==> src/rtl/ssel_pkg.sv <==
package ssel_pkg;

    typedef enum logic {
        PORT_I2C = 1'b0,
        PORT_SPI = 1'b1
    } port_e;

    typedef struct packed {
        logic locked;
        logic hsdc;
    } lock_state_t;

endpackage

==> src/rtl/ssel_sync.sv <==
module ssel_sync #(
    parameter int STAGES = 2
) (
    input  logic clk,
    input  logic rst_n,
    input  logic din,
    output logic level,
    output logic fall
);
    localparam int LAST = STAGES - 1;

    logic [STAGES-1:0] sh_d, sh_q;
    logic              prev_d, prev_q;

    generate
        if (STAGES == 1) begin : g_one
            always_comb sh_d = din;
        end else begin : g_many
            always_comb sh_d = {sh_q[STAGES-2:0], din};
        end
    endgenerate

    always_comb begin
        prev_d = sh_q[LAST];
    end

    always_ff @(posedge clk or negedge rst_n) begin
        if (!rst_n) begin
            sh_q   <= '1;
            prev_q <= 1'b1;
        end else begin
            sh_q   <= sh_d;
            prev_q <= prev_d;
        end
    end

    assign level = sh_q[LAST];
    assign fall  = prev_q & ~sh_q[LAST];

    // an edge is flagged only for a single cycle
    p_fall_single_r3: assert property (@(posedge clk) disable iff (!rst_n)
        fall |=> !fall);
endmodule

==> src/rtl/ssel_toggle_cnt.sv <==
module ssel_toggle_cnt #(
    parameter int TOGGLES = 3
) (
    input  logic                         clk,
    input  logic                         rst_n,
    input  logic                         clr,
    input  logic                         hold,
    input  logic                         fall,
    output logic [$clog2(TOGGLES+1)-1:0] cnt,
    output logic                         reached
);
    localparam int CNT_W = $clog2(TOGGLES + 1);
    localparam logic [CNT_W-1:0] TOP = CNT_W'(TOGGLES);

    logic [CNT_W-1:0] cnt_d, cnt_q;

    always_comb begin
        cnt_d = cnt_q;
        if (clr) begin
            cnt_d = '0;
        end else if (fall && !hold && (cnt_q != TOP)) begin
            cnt_d = cnt_q + 1'b1;
        end
    end

    always_ff @(posedge clk or negedge rst_n) begin
        if (!rst_n) cnt_q <= '0;
        else        cnt_q <= cnt_d;
    end

    assign cnt     = cnt_q;
    assign reached = (cnt_q == TOP);

    // count never passes the target
    p_cnt_sat_r11: assert property (@(posedge clk) disable iff (!rst_n)
        cnt_q <= TOP);
    // a full count is only left through a clear
    p_cnt_keep_r11: assert property (@(posedge clk) disable iff (!rst_n)
        (cnt_q == TOP) && !clr |=> cnt_q == TOP);
    // hold freezes the count
    p_cnt_hold_r7: assert property (@(posedge clk) disable iff (!rst_n)
        hold && !clr |=> $stable(cnt_q));
endmodule

==> src/rtl/ssel_lock_ctl.sv <==
module ssel_lock_ctl
    import ssel_pkg::*;
#(
    parameter int CFG_W    = 8,
    parameter int LOCK_BIT = 1,
    parameter int HSDC_BIT = 0
) (
    input  logic             clk,
    input  logic             rst_n,
    input  logic             hw_reset,
    input  logic             low_power,
    input  logic             pwr_down,
    input  port_e            sel,
    input  logic             spi_cfg_wr,
    input  logic [CFG_W-1:0] spi_cfg_data,
    input  logic             i2c_cfg_wr,
    input  logic [CFG_W-1:0] i2c_cfg_data,
    output logic             clr_cnt,
    output logic             hold_cnt,
    output logic             locked,
    output logic             hsdc_en
);
    lock_state_t st_d, st_q;
    logic        i2c_ok, lock_now, any_rst;

    always_comb begin
        any_rst  = pwr_down | hw_reset;
        clr_cnt  = pwr_down | (hw_reset & (!low_power | !st_q.locked));
        i2c_ok   = i2c_cfg_wr & (sel == PORT_I2C) & !any_rst;
        lock_now = !st_q.locked & !any_rst &
                   ((i2c_ok & i2c_cfg_data[LOCK_BIT]) |
                    (spi_cfg_wr & (sel == PORT_SPI)));
        hold_cnt = st_q.locked | lock_now;

        st_d = st_q;
        if (clr_cnt) begin
            st_d = '0;
        end else if (any_rst) begin
            st_d.hsdc = 1'b0;
        end else begin
            if (i2c_ok)   st_d.hsdc   = i2c_cfg_data[HSDC_BIT];
            if (lock_now) st_d.locked = 1'b1;
        end
    end

    always_ff @(posedge clk or negedge rst_n) begin
        if (!rst_n) st_q <= '0;
        else        st_q <= st_d;
    end

    assign locked  = st_q.locked;
    assign hsdc_en = st_q.hsdc;

    // capture enable is low after any reset request
    p_hsdc_off_r9: assert property (@(posedge clk) disable iff (!rst_n)
        pwr_down || hw_reset |=> !hsdc_en);
    // full clear from power-down or normal-mode reset
    p_clear_r9: assert property (@(posedge clk) disable iff (!rst_n)
        pwr_down || (hw_reset && !low_power) |=> !locked);
    // low-power reset keeps the lock
    p_keep_lp_r8: assert property (@(posedge clk) disable iff (!rst_n)
        locked && hw_reset && low_power && !pwr_down |=> locked);
    // SPI write locks when SPI is selected
    p_spi_lock_r5: assert property (@(posedge clk) disable iff (!rst_n)
        !locked && sel == PORT_SPI && spi_cfg_wr && !hw_reset && !pwr_down
        |=> locked);
    // I2C write with lock bit locks when I2C is selected
    p_i2c_lock_r4: assert property (@(posedge clk) disable iff (!rst_n)
        !locked && sel == PORT_I2C && i2c_cfg_wr && i2c_cfg_data[LOCK_BIT]
        && !hw_reset && !pwr_down |=> locked);
    // selection stable while locked and no clear
    p_sel_frozen_r7: assert property (@(posedge clk) disable iff (!rst_n)
        locked && !clr_cnt |=> $stable(sel));
    // SPI-only writes do not touch the capture enable
    p_spi_no_hsdc_r10: assert property (@(posedge clk) disable iff (!rst_n)
        spi_cfg_wr && !i2c_cfg_wr && !hw_reset && !pwr_down |=> $stable(hsdc_en));
endmodule

==> src/rtl/ssel_port_lock.sv <==
module ssel_port_lock
    import ssel_pkg::*;
#(
    parameter int SYNC_STAGES = 2,
    parameter int TOGGLES     = 3,
    parameter int CFG_W       = 8,
    parameter int LOCK_BIT    = 1,
    parameter int HSDC_BIT    = 0
) (
    input  logic             clk,
    input  logic             rst_n,
    input  logic             hw_reset,
    input  logic             low_power,
    input  logic             pwr_down,
    input  logic             ss_n_raw,
    input  logic             spi_cfg_wr,
    input  logic [CFG_W-1:0] spi_cfg_data,
    input  logic             i2c_cfg_wr,
    input  logic [CFG_W-1:0] i2c_cfg_data,
    output logic             port_sel,
    output logic             port_locked,
    output logic             hsdc_en
);
    localparam int CNT_W = $clog2(TOGGLES + 1);

    logic             ss_level, ss_fall;
    logic             clr_cnt, hold_cnt, reached;
    logic [CNT_W-1:0] cnt;
    port_e            sel;

    ssel_sync #(.STAGES(SYNC_STAGES)) u_sync (
        .clk   (clk),
        .rst_n (rst_n),
        .din   (ss_n_raw),
        .level (ss_level),
        .fall  (ss_fall)
    );

    ssel_toggle_cnt #(.TOGGLES(TOGGLES)) u_cnt (
        .clk     (clk),
        .rst_n   (rst_n),
        .clr     (clr_cnt),
        .hold    (hold_cnt),
        .fall    (ss_fall),
        .cnt     (cnt),
        .reached (reached)
    );

    assign sel = reached ? PORT_SPI : PORT_I2C;

    ssel_lock_ctl #(
        .CFG_W    (CFG_W),
        .LOCK_BIT (LOCK_BIT),
        .HSDC_BIT (HSDC_BIT)
    ) u_lock (
        .clk          (clk),
        .rst_n        (rst_n),
        .hw_reset     (hw_reset),
        .low_power    (low_power),
        .pwr_down     (pwr_down),
        .sel          (sel),
        .spi_cfg_wr   (spi_cfg_wr),
        .spi_cfg_data (spi_cfg_data),
        .i2c_cfg_wr   (i2c_cfg_wr),
        .i2c_cfg_data (i2c_cfg_data),
        .clr_cnt      (clr_cnt),
        .hold_cnt     (hold_cnt),
        .locked       (port_locked),
        .hsdc_en      (hsdc_en)
    );

    assign port_sel = sel;

    // with the line held high the count cannot move
    p_idle_r2: assert property (@(posedge clk) disable iff (!rst_n)
        ss_level && $past(ss_level) && !clr_cnt |=> $stable(cnt));
endmodule

==> config.mk <==
export PLATFORM = sky130hd
export DESIGN_NAME = ssel_port_lock
export DESIGN_NICKNAME = d
export VERILOG_FILES = /design/src/rtl/ssel_pkg.sv /design/src/rtl/ssel_sync.sv /design/src/rtl/ssel_toggle_cnt.sv /design/src/rtl/ssel_lock_ctl.sv /design/src/rtl/ssel_port_lock.sv
export SDC_FILE = /design/constraint.sdc
export NUM_CORES = 1
export LEC_CHECK = 0
export ABC_AREA = 1
export BUFFER_PORTS_ARGS = -buffer_cell sky130_fd_sc_hd__clkbuf_2
export CAP_MARGIN = 10
export CELL_PAD_IN_SITES_DETAIL_PLACEMENT = 1
export CELL_PAD_IN_SITES_GLOBAL_PLACEMENT = 1
export CORE_MARGIN = 3
export CORE_UTILIZATION = 23
export CTS_BUF_LIST = sky130_fd_sc_hd__clkbuf_8 sky130_fd_sc_hd__clkbuf_16
export DETAILED_ROUTE_END_ITERATION = 12
export HOLD_SLACK_MARGIN = 0.06
export PLACE_DENSITY_LB_ADDON = 0.1
export SYNTH_ARGS = -nofsm -noshare
export SYNTH_HDL_FRONTEND = slang
export SYNTH_SLANG_ARGS = --single-unit
export TNS_END_PERCENT = 30
==> constraint.sdc <==
create_clock -name clk -period 1.3 [get_ports clk]
set_input_delay 0.195 -clock clk [delete_from_list [all_inputs] [get_ports clk]]
set_output_delay 0.195 -clock clk [all_outputs]
set_load 0.005 [all_outputs]
Word level (Yosys, flattened, before mapping)
Index checks and enable logic that the tools add are counted.

Add/subtract/negate cells: 1. $mul: 0. Div/mod/pow operators: 0. Magnitude comparators: 0. Equality and inequality tests: 3. Shift-type cells: 0. Multiplexer cells: 8. Bitwise operators: 15. Reductions and logical operators: 10.

Operators by type and width (count): $and 1x1->1 (8); $mux 2 (3); $mux 1 (5); $or 1x1->1 (5); $logic_not 1->1 (4); $ne 2x2->1 const B (2); $reduce_bool 2->1 (2); $reduce_bool 3->1 (1); $add 2x1->2 const B (1); $eq 2x2->1 const B (1); $logic_and 1x1->1 (2); $not 1->1 (2); $reduce_and 2->1 (1).

Bits in registers: 7. Latch bits: 0. Bits in writable memories: 0. Bits in read-only memories: 0. Output and inout port bits: 3. Word-level logic and storage cells: 42. Memories kept: 0.

Longest topological paths before layout
Depth after elaboration: 14. Mapped depth: 8. Depth with buffers taken out: 8.

Hierarchy
From an unflattened synthesis, not the netlist that was laid out.

Cells, all modules: 41. Area total of the unflattened synthesis: 339.1 sq um.

By module, submodules not included: ssel_lock_ctl (instances 1, cells each 20, area an instance 127.6 sq um); ssel_toggle_cnt (instances 1, cells each 16, area an instance 122.6 sq um); ssel_sync (instances 1, cells each 5, area an instance 88.8 sq um).

Worst setup path after synthesis
Ideal clock, no wire load.

Path kind: reg2reg. From: reg u_cnt.cnt_q[0], in the netlist u_cnt.cnt[0]. To: reg u_cnt.cnt_q[0], in the netlist u_cnt.cnt[0]. Setup time: 0.116 ns. Data arrival time: 1.061 ns. Data required time: 1.184 ns. Path slack: 0.122 ns. Cell stages (with the launch flop): 8. Path buffers: 0. Cell sequence: dfrtp_1 > ha_1 > a21oi_1 > nand2_1 > nand2_2 > nand2_2 > nand2_1 > nand2_1.

Longest elaborated chain between the ends: 13.

RTL lines: from (decl) (line ssel_toggle_cnt.sv:15) `logic [CNT_W-1:0] cnt_d, cnt_q;`; from (signal assigned) (line ssel_toggle_cnt.sv:28) `else cnt_q <= cnt_d;`; $eq 2x2->1 (*) (line ssel_toggle_cnt.sv:32) `assign reached = (cnt_q == TOP);`; $mux 1 (*) (line ssel_port_lock.sv:49) `assign sel = reached ? PORT_SPI : PORT_I2C;`; via port_sel (line ssel_port_lock.sv:20) `output logic port_sel,`; $not 1->1 (line ssel_lock_ctl.sv:29) `i2c_ok = i2c_cfg_wr & (sel == PORT_I2C) & !any_rst;`; $and 1x1->1 (2 in a row) (line ssel_lock_ctl.sv:29); $and 1x1->1 (line ssel_lock_ctl.sv:31) `((i2c_ok & i2c_cfg_data[LOCK_BIT]) |`; $or 1x1->1 (*) (line ssel_lock_ctl.sv:31); $and 1x1->1 (*) (line ssel_lock_ctl.sv:30) `lock_now = !st_q.locked & !any_rst &`; $or 1x1->1 (*) (line ssel_lock_ctl.sv:33) `hold_cnt = st_q.locked | lock_now;`; $logic_not 1->1 (*) (line ssel_toggle_cnt.sv:21) `end else if (fall && !hold && (cnt_q != TOP)) begin`; $logic_and 1x1->1 (*) (2 in a row) (line ssel_toggle_cnt.sv:21); $reduce_bool 2->1 (no line) (*).

The timed path passes the listed nets; every way through them passes the cells marked *. The select of a mux whose other input is x is not followed. A chain may end at the register's enable or synchronous reset.

Final worst setup path
From: reg u_cnt.cnt_q[0], in the netlist u_cnt.cnt[0]. To: reg u_cnt.cnt_q[1], in the netlist u_cnt.cnt[1].

Longest elaborated chain between the ends: 13.

RTL lines (line): $eq 2x2->1 (ssel_toggle_cnt.sv:32); $mux 1 (ssel_port_lock.sv:49); $not 1->1 (ssel_lock_ctl.sv:29); $and 1x1->1 (2 in a row) (ssel_lock_ctl.sv:29); $and 1x1->1 (ssel_lock_ctl.sv:31); $or 1x1->1 (ssel_lock_ctl.sv:31); $and 1x1->1 (ssel_lock_ctl.sv:30); $or 1x1->1 (ssel_lock_ctl.sv:33); $logic_not 1->1 (ssel_toggle_cnt.sv:21); $logic_and 1x1->1 (2 in a row) (ssel_toggle_cnt.sv:21); $reduce_bool 2->1 (no line).

Several ways; a longest one is shown, not always the timed one. The select of a mux whose other input is x is not followed.

==> insert_results.sql <==
INSERT INTO impl_metrics (metric_group, metric, value, unit) VALUES
('placed_design', 'dp_slack', '0.00792', 'ns'),
('layout', 'drive_gt1_share', '42.9', '%'),
('global_route', 'grt_first_pass_wirelength', '1.37', 'mm'),
('layout', 'design_area', '483', 'um^2'),
('critical_path', 'worst_setup_path_end_kind', 'flip-flop', ''),
('die', 'die_width', '43.5', 'um'),
('timing', 'achievable_clock_frequency', '0.836', 'GHz'),
('placed_design', 'globalplace.congestion', '0.690', ''),
('die', 'rows', '12', ''),
('logic_synthesis', 'synth_simple_gate_area_share', '29.3', '%'),
('critical_path', 'arrival', '1.31', 'ns'),
('placed_design', 'placedInstanceArea', '402', 'um^2'),
('layout', 'antennaDiodeCount', '0', ''),
('global_route', 'grt.met2_usage', '13.0', '%'),
('power', 'total_power', '0.613', 'mW'),
('timing', 'worst_slew_pin_slew', '0.161', 'ns'),
('placed_design', 'place.detailed.instances', '64', ''),
('global_route', 'gr-usage-met3', '4.15', '%'),
('die', 'core_region_area', '1220', 'um^2'),
('logic_synthesis', 'synth_cells', '38', ''),
('drt', 'via_per_inst', '4.34', ''),
('drt', 'num_vias', '304', ''),
('drt', 'routed_wl', '745', 'um'),
('global_route', 'met1_usage_grt', '12.6', '%'),
('timing', 'post-route-worst-setup-slack', '0.104', 'ns'),
('global_route', 'grt-busiest-layer', 'met2', ''),
('timing', 'timing.max_slew.rel_slack', '89.1', '%'),
('clock_network', 'postCtsSetupBuffers', '0', ''),
('global_route', 'initial_antenna_violation_count', '0', ''),
('layout', 'fillers', '165', ''),
('global_route', 'pin_count_of_the_biggest_net_entering_global_routing', '8', ''),
('logic_synthesis', 'synth_top_family_by_area', 'simple AND/OR/NAND/NOR gates', ''),
('logic_synthesis', 'netlist_area', '324', 'um^2'),
('critical_path', 'crit_fanout', '6', ''),
('clock_network', 'cts.sink_count', '7', ''),
('power', 'power_per_cell_area', '1270', 'nW/um^2'),
('power', 'power.ir.vdd_worst', '0.603', 'mV'),
('critical_path', 'critPathRequiredTime', '1.41', 'ns'),
('layout', 'finalCoreUtilization', '39.7', '%'),
('logic_synthesis', 'yosysUniqueCellTypes', '12', ''),
('drt', 'drt_drc_violations_left', '0', ''),
('die', 'boundaryPins', '27', ''),
('timing', 'setup_violations', '0', ''),
('layout', 'layout_common_cells', '12 x sky130_fd_sc_hd__clkbuf_2, 9 x sky130_fd_sc_hd__nand2_1, 6 x sky130_fd_sc_hd__inv_1, 6 x sky130_fd_sc_hd__nor2_1, 4 x sky130_fd_sc_hd__dfrtp_1', ''),
('timing', 'post-route-min-period', '1.20', 'ns'),
('run_status', 'outcome', 'completed', ''),
('clock_network', 'htree_levels', '1', ''),
('layout', 'syn_to_layout_area_delta', '49.0', '%'),
('logic_synthesis', 'synthXorXnorAreaFrac', '0', '%'),
('run', 'maxCapViolations', '0', ''),
('clock_network', 'cts.clk_slew.worst_paths', '0.04', 'ns'),
('critical_path', 'cp-start-kind', 'flip-flop', ''),
('placed_design', 'portBuffers', '12', ''),
('die', 'start_util', '26.6', '%'),
('logic_synthesis', 'post_synth.cell_area_avg', '8.53', 'um^2'),
('global_route', 'grt_overflow', '0', ''),
('timing', 'grt_setup_unrepaired', 'no', ''),
('global_route', 'grt.total_usage', '10.3', '%'),
('die', 'dieArea', '1900', 'um^2'),
('logic_synthesis', 'synth-compound-area-share', '5.79', '%'),
('drt', 'route.antenna.remaining_nets', '0', ''),
('timing', 'clock_skew', '0.00137', 'ns'),
('logic_synthesis', 'mappedNetlistNets', '63', ''),
('die', 'chipHeight', '43.5', 'um'),
('clock_network', 'cts.path.max_buffers', '2', ''),
('clock_network', 'worstSkewPairLatency', '0.23', 'ns'),
('clock_network', 'root_buffer', 'sky130_fd_sc_hd__clkbuf_8', ''),
('logic_synthesis', 'ys.warnings.count', '0', ''),
('timing', 'whs', '0.213', 'ns'),
('placed_design', 'dp_hpwl', '583', 'um'),
('timing', 'totalNegativeSetupSlack', '0', 'ns');
## layer usage
layer	up-vias	wire length [um]
met1	131	338
met5	-	0
met4	0	22
met3	4	74
li1	153	-
met2	16	309
## critical path: stages (launching register included)
cell and delay (ns):
sky130_fd_sc_hd__dfrtp_1 0.42, sky130_fd_sc_hd__ha_4 0.21, sky130_fd_sc_hd__a21oi_2 0.12, sky130_fd_sc_hd__nand2_1 0.07
sky130_fd_sc_hd__nand2_2 0.10, sky130_fd_sc_hd__nand2_2 0.06, sky130_fd_sc_hd__nand2_1 0.06, sky130_fd_sc_hd__nand2_1 0.05
## kinds of logic (layout without fill, tap and decap cells)
family | after synthesis | after routing
simple gates | 22 | 22
compound gates | 3 | 3
fa+ha+maj | 1 | 1
buf+inv | 5 | 23
flops | 7 | 7
## sequential cells by signal, indices dropped and copies added, names as in the netlist
signal,flops
u_cnt.cnt,2
u_sync.sh_q,2
u_lock.hsdc_en,1
u_lock.locked,1
u_sync.prev_q,1
## layout make-up
| cell class | count | area, um^2 | area share (%) |
|---|---|---|---|
| clock inverters | 1 | 3.75 | 0.777 |
| well taps | 14 | 17.5 | 3.63 |
| multi-input cells | 26 | 143 | 29.5 |
| flip-flops and latches | 7 | 179 | 37.0 |
| inverters | 5 | 18.8 | 3.89 |
| repair buffers | 14 | 80.1 | 16.6 |
| clock buffers | 3 | 41.3 | 8.55 |
## synth_stat cells, drive strengths merged
master	count	area share, %
ha	1	3.9
nor2	6	6.9
dfstp	3	24
nand3	3	4.6
nand2	12	16
a21oi	2	4.2
inv	5	5.8
nor3	1	1.5
dfrtp	4	31
o21ai	1	1.5
## what timing repair did
| action | CTS | global route |
|---|---|---|
| endpoints found under the setup margin | 0 | 2 |
| hold buffers | 2 | 0 |
| resized for setup | 0 | 3 |
| hold endpoints to repair | 8 | 0 |
## path summary, 6_finish.rpt
check                                     start        endpoint  slack, ns  depth (start not counted)
worst max-delay path               u_cnt.cnt[0]    u_cnt.cnt[1]       0.10                          7
worst min-delay path            i2c_cfg_data[0]  u_lock.hsdc_en       0.21                          3
worst max register to register     u_cnt.cnt[0]    u_cnt.cnt[1]       0.10                          7
worst min register to register   u_sync.sh_q[0]  u_sync.sh_q[1]       0.36                          0
max in group asynchronous                 rst_n   u_sync.prev_q       0.73                          2
min in group asynchronous                 rst_n    u_cnt.cnt[1]       0.33                          2
## where the power goes
group	internal (mW)	switching, mW	total (mW)
logic	0.0349	0.0369	0.0717
clock network	0.204	0.0913	0.295
registers	0.235	0.0106	0.246
total	0.474	0.139	0.613
Power figures use the tool's default switching activity.
